==> config.mk <==
export PLATFORM = sky130hd
export DESIGN_NAME = foldback_osc
export DESIGN_NICKNAME = d
export VERILOG_FILES = /design/src/rtl/osc_pkg.sv /design/src/rtl/fold_map.sv /design/src/rtl/jitter_gen.sv /design/src/rtl/cycle_timer.sv /design/src/rtl/foldback_osc.sv
export SDC_FILE = /design/constraint.sdc
export NUM_CORES = 1
export LEC_CHECK = 0
export ABC_AREA = 1
export BUFFER_PORTS_ARGS = -buffer_cell sky130_fd_sc_hd__buf_4
export CAP_MARGIN = 20
export CORE_AREA = 8 8 222 224
export DETAILED_ROUTE_END_ITERATION = 6
export DIE_AREA = 0 0 230 232
export PLACE_DENSITY = 0.73
export SLEW_MARGIN = 40
export SYNTH_ARGS = -nofsm -noshare
export SYNTH_HDL_FRONTEND = slang
export SYNTH_SLANG_ARGS = --single-unit
==> constraint.sdc <==
create_clock -name clk -period 21.7 [get_ports clk]
set_clock_uncertainty 0.1 [all_clocks]
set_input_delay 1.085 -clock clk [delete_from_list [all_inputs] [get_ports clk]]
set_output_delay 1.085 -clock clk [all_outputs]
set_load 0.02 [all_outputs]
==> src/rtl/osc_pkg.sv <==
package osc_pkg;

  // Period in clocks as a function of the feedback code (piecewise-linear).
  function automatic int fold_period(int fb, int nom, int pmax, int f_hi, int f_lo);
    if (fb >= f_hi) return nom;
    if (fb <= f_lo) return pmax;
    return pmax - ((pmax - nom) * (fb - f_lo)) / (f_hi - f_lo);
  endfunction

  // Peak-current setpoint: feedback / 4.2, capped, frozen below the knee.
  function automatic int setpoint(int fb, int knee, int cap);
    int v;
    if (fb < knee) return (knee * 10) / 42;
    v = (fb * 10) / 42;
    return (v > cap) ? cap : v;
  endfunction

  // Gate-window length for a given period.
  function automatic int on_limit(int per, int duty_pct);
    return (per * duty_pct) / 100;
  endfunction

  // Signed jitter offset: phase/steps of a 5% swing.
  function automatic int jit_offset(int base, int phase, int steps);
    return (base * phase) / (20 * steps);
  endfunction

endpackage

==> src/rtl/fold_map.sv <==
module fold_map
  import osc_pkg::*;
#(
  parameter int FB_W       = 12,
  parameter int SP_W       = 10,
  parameter int PER_W      = 13,
  parameter int NOM_LO     = 1538,
  parameter int NOM_HI     = 1000,
  parameter int PER_MAX    = 3846,
  parameter int FOLD_MV    = 1500,
  parameter int FOLD_END   = 350,
  parameter int FREEZE_MV  = 1050,
  parameter int ISET_CAP   = 800,
  parameter int SKIP_MV    = 300,
  parameter int SKIP_HYS   = 30
) (
  input  logic             clk,
  input  logic             rst_n,
  input  logic [FB_W-1:0]  fb_mv,
  input  logic             sel_fast,
  output logic [PER_W-1:0] base_per,
  output logic [SP_W-1:0]  setpt_q,
  output logic             skip_q
);

  localparam int FROZEN_SP = (FREEZE_MV * 10) / 42;
  localparam int RELEASE_MV = SKIP_MV + SKIP_HYS;

  logic [PER_W-1:0] nom_per;
  logic             skip_d;

  assign nom_per  = sel_fast ? PER_W'(NOM_HI) : PER_W'(NOM_LO);
  assign base_per = PER_W'(fold_period(int'(fb_mv), int'(nom_per), PER_MAX,
                                       FOLD_MV, FOLD_END));
  assign skip_d   = skip_q ? (int'(fb_mv) < RELEASE_MV) : (int'(fb_mv) < SKIP_MV);

  always_ff @(posedge clk or negedge rst_n) begin
    if (!rst_n) begin
      setpt_q <= SP_W'(FROZEN_SP);
      skip_q  <= 1'b0;
    end else begin
      setpt_q <= SP_W'(setpoint(int'(fb_mv), FREEZE_MV, ISET_CAP));
      skip_q  <= skip_d;
    end
  end


  setpt_range_chk: assert property (@(posedge clk) disable iff (!rst_n)
    (int'(setpt_q) >= FROZEN_SP) && (int'(setpt_q) <= ISET_CAP));


  skip_enter_chk: assert property (@(posedge clk) disable iff (!rst_n)
    (int'(fb_mv) < SKIP_MV) |=> skip_q);


  skip_hold_chk: assert property (@(posedge clk) disable iff (!rst_n)
    (skip_q && int'(fb_mv) < RELEASE_MV) |=> skip_q);


  per_bound_chk: assert property (@(posedge clk) disable iff (!rst_n)
    (int'(base_per) <= PER_MAX) && (int'(base_per) >= NOM_HI));

endmodule

==> src/rtl/jitter_gen.sv <==
module jitter_gen #(
  parameter int STEPS = 32,
  parameter int TICK  = 3255,
  parameter int PH_W  = 7
) (
  input  logic                   clk,
  input  logic                   rst_n,
  output logic signed [PH_W-1:0] phase_q
);

  localparam int TK_W = (TICK > 1) ? $clog2(TICK) : 1;

  logic [TK_W-1:0] tick_q;
  logic            up_q;
  logic            tick_hit;

  assign tick_hit = (int'(tick_q) == TICK - 1);

  always_ff @(posedge clk or negedge rst_n) begin
    if (!rst_n) begin
      tick_q  <= '0;
      up_q    <= 1'b1;
      phase_q <= '0;
    end else if (tick_hit) begin
      tick_q <= '0;
      if (up_q) begin
        if (int'(phase_q) >= STEPS) begin
          up_q    <= 1'b0;
          phase_q <= phase_q - PH_W'(1);
        end else begin
          phase_q <= phase_q + PH_W'(1);
        end
      end else begin
        if (int'(phase_q) <= -STEPS) begin
          up_q    <= 1'b1;
          phase_q <= phase_q + PH_W'(1);
        end else begin
          phase_q <= phase_q - PH_W'(1);
        end
      end
    end else begin
      tick_q <= tick_q + TK_W'(1);
    end
  end


  jit_range_chk: assert property (@(posedge clk) disable iff (!rst_n)
    (int'(phase_q) <= STEPS) && (int'(phase_q) >= -STEPS));


  jit_step_chk: assert property (@(posedge clk) disable iff (!rst_n)
    ((int'(phase_q) - int'($past(phase_q))) <= 1) &&
    ((int'(phase_q) - int'($past(phase_q))) >= -1));

endmodule

==> src/rtl/cycle_timer.sv <==
module cycle_timer
  import osc_pkg::*;
#(
  parameter int PER_W    = 13,
  parameter int DUTY_PCT = 80
) (
  input  logic             clk,
  input  logic             rst_n,
  input  logic [PER_W-1:0] next_per,
  input  logic             skip_i,
  output logic             cyc_start,
  output logic             gate_en,
  output logic [PER_W-1:0] per_q
);

  logic [PER_W-1:0] cnt_q;
  logic [PER_W-1:0] lim_q;
  logic             run_q;
  logic             boundary;

  assign boundary  = (cnt_q >= per_q - PER_W'(1));
  assign cyc_start = run_q && (cnt_q == '0);
  assign gate_en   = run_q && (cnt_q < lim_q);

  always_ff @(posedge clk or negedge rst_n) begin
    if (!rst_n) begin
      cnt_q <= '0;
      per_q <= PER_W'(1);
      lim_q <= '0;
      run_q <= 1'b0;
    end else if (boundary) begin
      cnt_q <= '0;
      per_q <= next_per;
      lim_q <= PER_W'(on_limit(int'(next_per), DUTY_PCT));
      run_q <= !skip_i;
    end else begin
      cnt_q <= cnt_q + PER_W'(1);
    end
  end


  no_start_in_skip_chk: assert property (@(posedge clk) disable iff (!rst_n)
    cyc_start |-> !$past(skip_i));


  gate_rise_chk: assert property (@(posedge clk) disable iff (!rst_n)
    $rose(gate_en) |-> cyc_start);


  per_hold_chk: assert property (@(posedge clk) disable iff (!rst_n)
    (cnt_q != '0) |-> $stable(per_q));

endmodule

==> src/rtl/foldback_osc.sv <==
module foldback_osc
  import osc_pkg::*;
#(
  parameter int CLK_HZ     = 100_000_000,
  parameter int F_NOM_LO   = 65_000,
  parameter int F_NOM_HI   = 100_000,
  parameter int F_MIN      = 26_000,
  parameter int FB_W       = 12,
  parameter int SP_W       = 10,
  parameter int JIT_RATE   = 240,
  parameter int JIT_STEPS  = 32,
  parameter int JIT_TICK   = CLK_HZ / (JIT_RATE * 4 * JIT_STEPS),
  parameter int DUTY_PCT   = 80
) (
  input  logic            clk,
  input  logic            rst_n,
  input  logic [FB_W-1:0] fb_mv,
  input  logic            sel_fast,
  output logic            cyc_start,
  output logic            gate_en,
  output logic [SP_W-1:0] setpt_mv,
  output logic            skipping
);

  localparam int NOM_LO  = CLK_HZ / F_NOM_LO;
  localparam int NOM_HI  = CLK_HZ / F_NOM_HI;
  localparam int PER_MAX = CLK_HZ / F_MIN;
  localparam int PER_W   = $clog2(PER_MAX + PER_MAX / 20 + 2);
  localparam int PH_W    = $clog2(JIT_STEPS + 1) + 1;

  logic [PER_W-1:0]        base_per;
  logic [PER_W-1:0]        next_per;
  logic [PER_W-1:0]        live_per;
  logic signed [PH_W-1:0]  jit_ph;

  fold_map #(
    .FB_W(FB_W), .SP_W(SP_W), .PER_W(PER_W),
    .NOM_LO(NOM_LO), .NOM_HI(NOM_HI), .PER_MAX(PER_MAX),
    .FOLD_MV(1500), .FOLD_END(350), .FREEZE_MV(1050),
    .ISET_CAP(800), .SKIP_MV(300), .SKIP_HYS(30)
  ) u_map (
    .clk(clk), .rst_n(rst_n), .fb_mv(fb_mv), .sel_fast(sel_fast),
    .base_per(base_per), .setpt_q(setpt_mv), .skip_q(skipping)
  );

  jitter_gen #(.STEPS(JIT_STEPS), .TICK(JIT_TICK), .PH_W(PH_W)) u_jit (
    .clk(clk), .rst_n(rst_n), .phase_q(jit_ph)
  );

  assign next_per = PER_W'(int'(base_per) +
                           jit_offset(int'(base_per), int'(jit_ph), JIT_STEPS));

  cycle_timer #(.PER_W(PER_W), .DUTY_PCT(DUTY_PCT)) u_tmr (
    .clk(clk), .rst_n(rst_n), .next_per(next_per), .skip_i(skipping),
    .cyc_start(cyc_start), .gate_en(gate_en), .per_q(live_per)
  );


  per_jit_band_chk: assert property (@(posedge clk) disable iff (!rst_n)
    cyc_start |-> (int'(live_per) * 20 <= PER_MAX * 21) &&
                  (int'(live_per) * 20 >= NOM_HI * 19));


  start_opens_gate_chk: assert property (@(posedge clk) disable iff (!rst_n)
    cyc_start |-> gate_en);

endmodule

=== Yosys cells after proc, flatten, opt, wreduce, memory -nomap -nowiden ===
Cells that the tools add are included.

* Input port bits: 15
* Bits in registers: 68
* Output and inout port bits: 13
* Logic and storage cells: 62

* Equality and inequality tests: 1
* Multiply operators: 4
* $add $sub $neg: 9
* Div/mod/pow operators: 4
* Order comparisons: 10
* Muxes and demuxes: 21
* Reductions and logical operators: 4

{| class="wikitable"
|+ Operators by type and width
! cell !! number
|-
| $mux 12 || 6
|-
| $div 32x11->32 const B || 1
|-
| $div 32x12->32 const B || 1
|-
| $div 32x7->32 const B || 1
|-
| $div 32x8->32 const B || 1
|-
| $gt 32x11->1 const B || 1
|-
| $mul 32x32->32 || 1
|-
| $mul 12x3->15 const B || 2
|-
| $add 12x1->12 const B || 2
|-
| $lt 12x9->1 const B || 2
|-
| $mux 7 || 3
|-
| $mul 13x7->20 || 1
|-
| $mux 10 || 2
|-
| $sub 12x12->13 const A || 1
|-
| $sub 12x9->13 const B || 1
|-
| $add 12x12->12 || 1
|-
| $eq 12x11->1 const B || 1
|-
| $ge 12x11->1 const B || 1
|-
| $ge 12x12->1 || 1
|-
| $le 12x9->1 const B || 1
|-
| $logic_not 12->1 || 1
|-
| $lt 12x11->1 const B || 1
|-
| $lt 12x12->1 || 1
|-
| $sub 12x1->12 const B || 1
|-
| other kinds (10) || 18
|}

=== Longest topological paths before layout ===
* Word-level depth: 12
* Mapped depth: 349
* Gate-level depth less buffers: 346

=== Modules after synthesis ===
From an unflattened synthesis, not the netlist that was laid out.

* Cell total of the unflattened synthesis: 4,225
* Area, all modules: 25,210.4 µm²

{| class="wikitable"
|+ Modules (own cells, without submodules)
! module !! cells an instance !! seq. area each (µm²) !! area an instance (µm²) !! instances
|-
| fold_map || 2,342 || 282.8 || 13,137.6 || 1
|-
| foldback_osc || 947 || 0.0 || 5,754.3 || 1
|-
| cycle_timer || 749 || 927.1 || 4,957.3 || 1
|-
| jitter_gen || 187 || 501.7 || 1,361.3 || 1
|}

=== Worst setup path after synthesis ===
Ideal clock, no wire load.

* Kind: in2reg
* From: input port fb_mv[1]
* To: register u_tmr.lim_q[0]
* Cell stages on the path: 311
* Arrival time: 37,033 ps
* Path buffers: 8
* Library setup time: 113 ps
* Setup slack: -15,546 ps
* Required time: 21,487 ps
* Cells stage by stage: ha_1 -> nand2_1 -> nor2_1 -> nand2_1 -> nor3_1 -> o21bai_1 -> nor3_1 -> nand2_1 -> inv_1 -> nor2_1 -> nor2_1 -> fa_1 -> ha_1 -> inv_1 -> fa_1 -> fa_1 -> inv_1 -> fa_1 -> [275 not listed] -> ha_1 -> inv_1 -> nor2_2 -> nand3_2 -> nand3_4 -> nand2_2 -> nand2_2 -> ha_1 -> inv_1 -> nand3_1 -> nand3_1 -> nand2_1 -> nand2_1 -> nand2_1 -> nor2_1 -> nand3_1 -> nand2_1 -> inv_1

* Cells in the longest elaborated chain, start to end: 11
* Elaborated cells on any way between the ends: 18
* Those cells by class: add/sub: 3; mul: 3; div: 3; order compare: 2; mux: 7

{| class="wikitable"
|+ Ends and longest elaborated chain
! element !! line !! text
|-
| start, declared || foldback_osc.sv:17 || <nowiki>input logic [FB_W-1:0] fb_mv,</nowiki>
|-
| $sub 12x9->13 || osc_pkg.sv:7 || <nowiki>return pmax - ((pmax - nom) * (fb - f_lo)) / (f_hi - f_lo);</nowiki>
|-
| $mul 32x32->32 || osc_pkg.sv:7 ||
|-
| $div 32x12->32 || osc_pkg.sv:7 ||
|-
| $sub 9x12->12 || osc_pkg.sv:7 ||
|-
| $mux 12 || osc_pkg.sv:7 ||
|-
| $mux 12 (*) || osc_pkg.sv:6 || <nowiki>if (fb <= f_lo) return pmax;</nowiki>
|-
| $mul 13x7->20 || osc_pkg.sv:25 || <nowiki>return (base * phase) / (20 * steps);</nowiki>
|-
| $div 32x11->32 || osc_pkg.sv:25 ||
|-
| $add 12x12->12 (*) || foldback_osc.sv:50 || <nowiki>assign next_per = PER_W'(int'(base_per) +</nowiki>
|-
| named net next_per[11] || foldback_osc.sv:32 || <nowiki>logic [PER_W-1:0] next_per;</nowiki>
|-
| $mul 12x3->15 (*) || osc_pkg.sv:20 || <nowiki>return (per * duty_pct) / 100;</nowiki>
|-
| $div 32x8->32 (*) || osc_pkg.sv:20 ||
|-
| end signal, assigned || cycle_timer.sv:34 || <nowiki>lim_q <= PER_W'(on_limit(int'(next_per), DUTY_PCT));</nowiki>
|-
| end, declared || cycle_timer.sv:17 || <nowiki>logic [PER_W-1:0] lim_q;</nowiki>
|}

Mark *: on every way through the listed nets, which the timed path passes. The rest lies on a longest branch. The select of a mux whose other input is x is not followed.
A chain may end at the register's enable or synchronous reset.

=== Worst setup path in the final report ===
* From: input port fb_mv[2]
* To: register u_tmr.lim_q[0]

Same word-level chain as after synthesis.

==> impl_metrics.ini <==
[sta]
timing.final.ws_setup_ps = -18180
max_freq_ghz = 0.0251
sum_of_negative_setup_slack_ps = -306250
max-slew-margin-rel_pct = 55.8
timing.final.crit_share_pct = 184
worst_slew_pin_slew_ps = 660
report.final.hold_viol_count = 0
unrepaired_setup_endpoints_after_global_routing = true
timing_max_transition_violations_final = 0
finalSetupViolations = 24
final_period_minus_worst_setup_slack_ps = 39880

[route]
drc = 0
detailroute.wirelength.met2_um = 49700
routed-via-count = 33300
postRouteAntennaNets = 0
detailedRoute.firstIterationViolations = 2969
vias_per_cell = 5.72
post_detailed_routing_wire_length_um = 102000
maxUsedRoutingLayer = met4
met1Wirelength_um = 37300
dr_wl_met3_um = 7090
detail_route.wl_per_cell_um = 17.5
detail_route.first_pass.iterations = 6

[yosys]
postSynth.topFlopCell = sky130_fd_sc_hd__dfrtp_1
synthesis.nets = 4553
dominant_combinational_cell_family_by_area_after_synthesis = simple AND/OR/NAND/NOR gates
synth-async-reset-ratio_pct = 100
yosys_register_bits = 68
synth-edff-count = 0
synth_area_in_compound_gates_pct = 8.07
synth_area_per_cell_um2 = 6.51
netlist_instances = 4179
post_synth_fa_ha_maj_area_fraction_pct = 19.4
multiplexer_share_of_the_synthesized_area_pct = 0
number_of_distinct_library_cells_after_synthesis = 77
synth_seq_area_share_pct = 6.29
synth_simple_gate_area_share_pct = 48.3
syn_area_um2 = 27200
synth_xor_area_share_pct = 5.24
number_of_warning_messages_in_the_yosys_log = 0

[worst_hold_path]
hold-path-cell-count = 1
holdPathEnd = u_tmr.cnt_q[0]$_DFF_PN0_
hp-start = u_tmr.cnt_q[0]$_DFF_PN0_
hold_class = reg -> reg

[worst_setup_path]
r2r_slack_ps = 1650
start_kind = input pin
reg2reg_from = u_jit.phase_q[2]$_DFFE_PN0N_
worstPathRequired_ps = 21840
critical-path-max-stage-delay_ps = 510
worstSetupEndpointType = flop
critical_path.top_delay_family = simple AND/OR/NAND/NOR gates
timing.setup.critical_path_class = in -> reg
cp.buffers_inverters = 54
crit_fanout = 8
crit_path_top_delay_cell = sky130_fd_sc_hd__fa_1
critPathMostFrequentCell = sky130_fd_sc_hd__nand2_4
worstReg2RegEnd = u_tmr.lim_q[0]$_DFFE_PN0N_
worstPathArrival_ps = 40020
worstRegToRegCells = 149

[final_layout]
nets = 5579
area.sequential_um2 = 1710
layout.filler_cells = 2347
antenna_cells_inserted = 0
finalInstanceArea_um2 = 39700
area_delta_synth_final_pct = 45.9
fraction_of_final_layout_cells_with_drive_strength_greater_than_1_pct = 44.7
multiInputGateArea_um2 = 25500

[floorplan]
core_rows = 79
die-width_um = 230
io_pins = 28
dieArea_um2 = 53400
chipHeight_um = 232
floorplan.core_area_um2 = 45900
initial_utilization_pct = 59.3

[outcome]
run_status = complete, but fails checks
violations = negative setup slack

[placement]
number_of_i_o_port_buffers = 27
detailed_place_hpwl_um = 60100
gp_congestion = 0.922
detailed_place.area_um2 = 35000

[cts]
clk_root_buffer_cell = sky130_fd_sc_hd__clkbuf_16
clkTransAtPathRegs_ps = 60
tritoncts = yes
clock_sink_count = 68
clk-insertion-delay-late_ps = 350
cts_made_buffers = 9
htree_num_levels = 3
number_of_buffers_between_clock_root_and_the_deepest_sink = 2
cts_hold_buf = 0

[grt]
grt_antenna_before_repair = 0
largest_net_degree_at_the_start_of_global_routing = 69
track_usage_pct = 27.9
grt_first_pass_wirelength_um = 131000
first_global_vias = 29600
overflow = 0

[run]
max_cap_viol_count = 0
sequential cells by signal (all words and copies together) (netlist names):
register	cells
u_tmr.lim_q	12
u_tmr.cnt_q	12
u_map.skip_q	1
u_map.setpt_q	10
u_jit.phase_q	7
u_jit.tick_q	12
u_tmr.per_q	12
u_jit.up_q	1
u_tmr.run_q	1
final cells by class:
class | instances | area share (%)
clock inverters | 7 | 0.202
clock buffers | 9 | 0.567
well taps | 607 | 1.91
multi-input cells | 3276 | 64.2
repair buffers | 1034 | 20.7
flip-flops and latches | 68 | 4.31
inverters | 816 | 8.13
per-layer routing:
metal  global-route usage, %  up-vias
met5                       0        -
met2                    52.7     1913
met3                    1.83      711
met1                    33.4    15400
li1                        -    15300
met4                    8.39        0
cell families (layout without fill, tap and decap cells):
| logic type | Yosys count | in the layout |
|---|---|---|
| AO/OA/AOI/OAI | 358 | 358 |
| XOR/XNOR | 158 | 158 |
| adder cells (fa/ha/maj) | 359 | 359 |
| buffers and inverters | 843 | 1866 |
| flip-flops | 68 | 68 |
| AND/OR/NAND/NOR | 2393 | 2401 |
cells in the final DEF (no fill, tap or decap), types with 12 or more instances in the layout:
cell                       Yosys  routed
sky130_fd_sc_hd__nand2_2     306     335
sky130_fd_sc_hd__nand3_4      16      70
sky130_fd_sc_hd__xor2_2        3      17
sky130_fd_sc_hd__inv_4         4      14
sky130_fd_sc_hd__inv_1       718     668
sky130_fd_sc_hd__nor2_2       68      60
sky130_fd_sc_hd__nand2_4     144     241
sky130_fd_sc_hd__o21ai_1      24      46
sky130_fd_sc_hd__nor2_1      347     286
sky130_fd_sc_hd__dfrtp_1      60      60
sky130_fd_sc_hd__xnor2_1      32      26
sky130_fd_sc_hd__nand3_2      59     112
sky130_fd_sc_hd__a21oi_2       7      14
sky130_fd_sc_hd__ha_1        255     228
sky130_fd_sc_hd__o21ai_0     120      74
sky130_fd_sc_hd__buf_4         0     961
sky130_fd_sc_hd__buf_6         1      54
sky130_fd_sc_hd__ha_4          0      25
sky130_fd_sc_hd__nor3_1       35      29
sky130_fd_sc_hd__o21bai_1     17      12
sky130_fd_sc_hd__nor2_4       32     101
sky130_fd_sc_hd__inv_2        65     106
sky130_fd_sc_hd__nand4_1      85      85
sky130_fd_sc_hd__xor2_1      122     104
sky130_fd_sc_hd__nand3_1     365     260
sky130_fd_sc_hd__nand2_8      14      29
sky130_fd_sc_hd__fa_1        104      99
sky130_fd_sc_hd__o21ai_2      18      37
sky130_fd_sc_hd__a21oi_1     109      95
sky130_fd_sc_hd__nand2_1     865     730
sky130_fd_sc_hd__buf_12        6      16
sky130_fd_sc_hd__clkinv_1     16      13
sky130_fd_sc_hd__or2_2        12      12
worst max-delay path by stage:
stage             start                          to  slack, ps  cells after the start
4_1_cts        fb_mv[1]  u_tmr.lim_q[0]$_DFFE_PN0N_     -15210                    324
2_1_floorplan  fb_mv[1]  u_tmr.lim_q[0]$_DFFE_PN0N_     -13980                    315
5_1_grt        fb_mv[2]  u_tmr.lim_q[0]$_DFFE_PN0N_     -20340                    323
3_5_place_dp   fb_mv[1]  u_tmr.lim_q[0]$_DFFE_PN0N_     -16600                    302
6_report       fb_mv[2]  u_tmr.lim_q[0]$_DFFE_PN0N_     -18180                    317
3_3_place_gp   fb_mv[1]  u_tmr.lim_q[0]$_DFFE_PN0N_     -15440                    305
Yosys cell counts (all sizes together), types with 36 or more instances:
| master | count | area, um^2 |
|---|---|---|
| nand3 | 440 | 2700 |
| nor2 | 455 | 2250 |
| xor2 | 126 | 1140 |
| nor3 | 36 | 185 |
| a21oi | 120 | 672 |
| inv | 791 | 3000 |
| nand4 | 93 | 649 |
| ha | 255 | 3190 |
| nand2 | 1329 | 7060 |
| fa | 104 | 2080 |
| dfrtp | 60 | 1500 |
| o21ai | 167 | 960 |
per-stage QoR:
stage	setup slack, ps	utilization [%]	cells	hold WS (ps)
floorplan	-13980	-	4179	332
global placement	-15440	76.3	5611	348
detailed placement	-16600	76.3	5611	351
CTS	-15210	80.4	5713	364
global route	-20340	86.6	5817	397
finish	-18180	86.6	5817	364
timing repair:
item                       4_1_cts  5_1_grt
pin swaps                      164      306
gates resized for setup        173      474
gates cloned                     9        1
setup buffers                   77      111
setup endpoints to repair       24       24
Power is left out: the tool's default activity adds up to more than one toggle a clock period on the data nets, which glitch-free logic cannot reach.
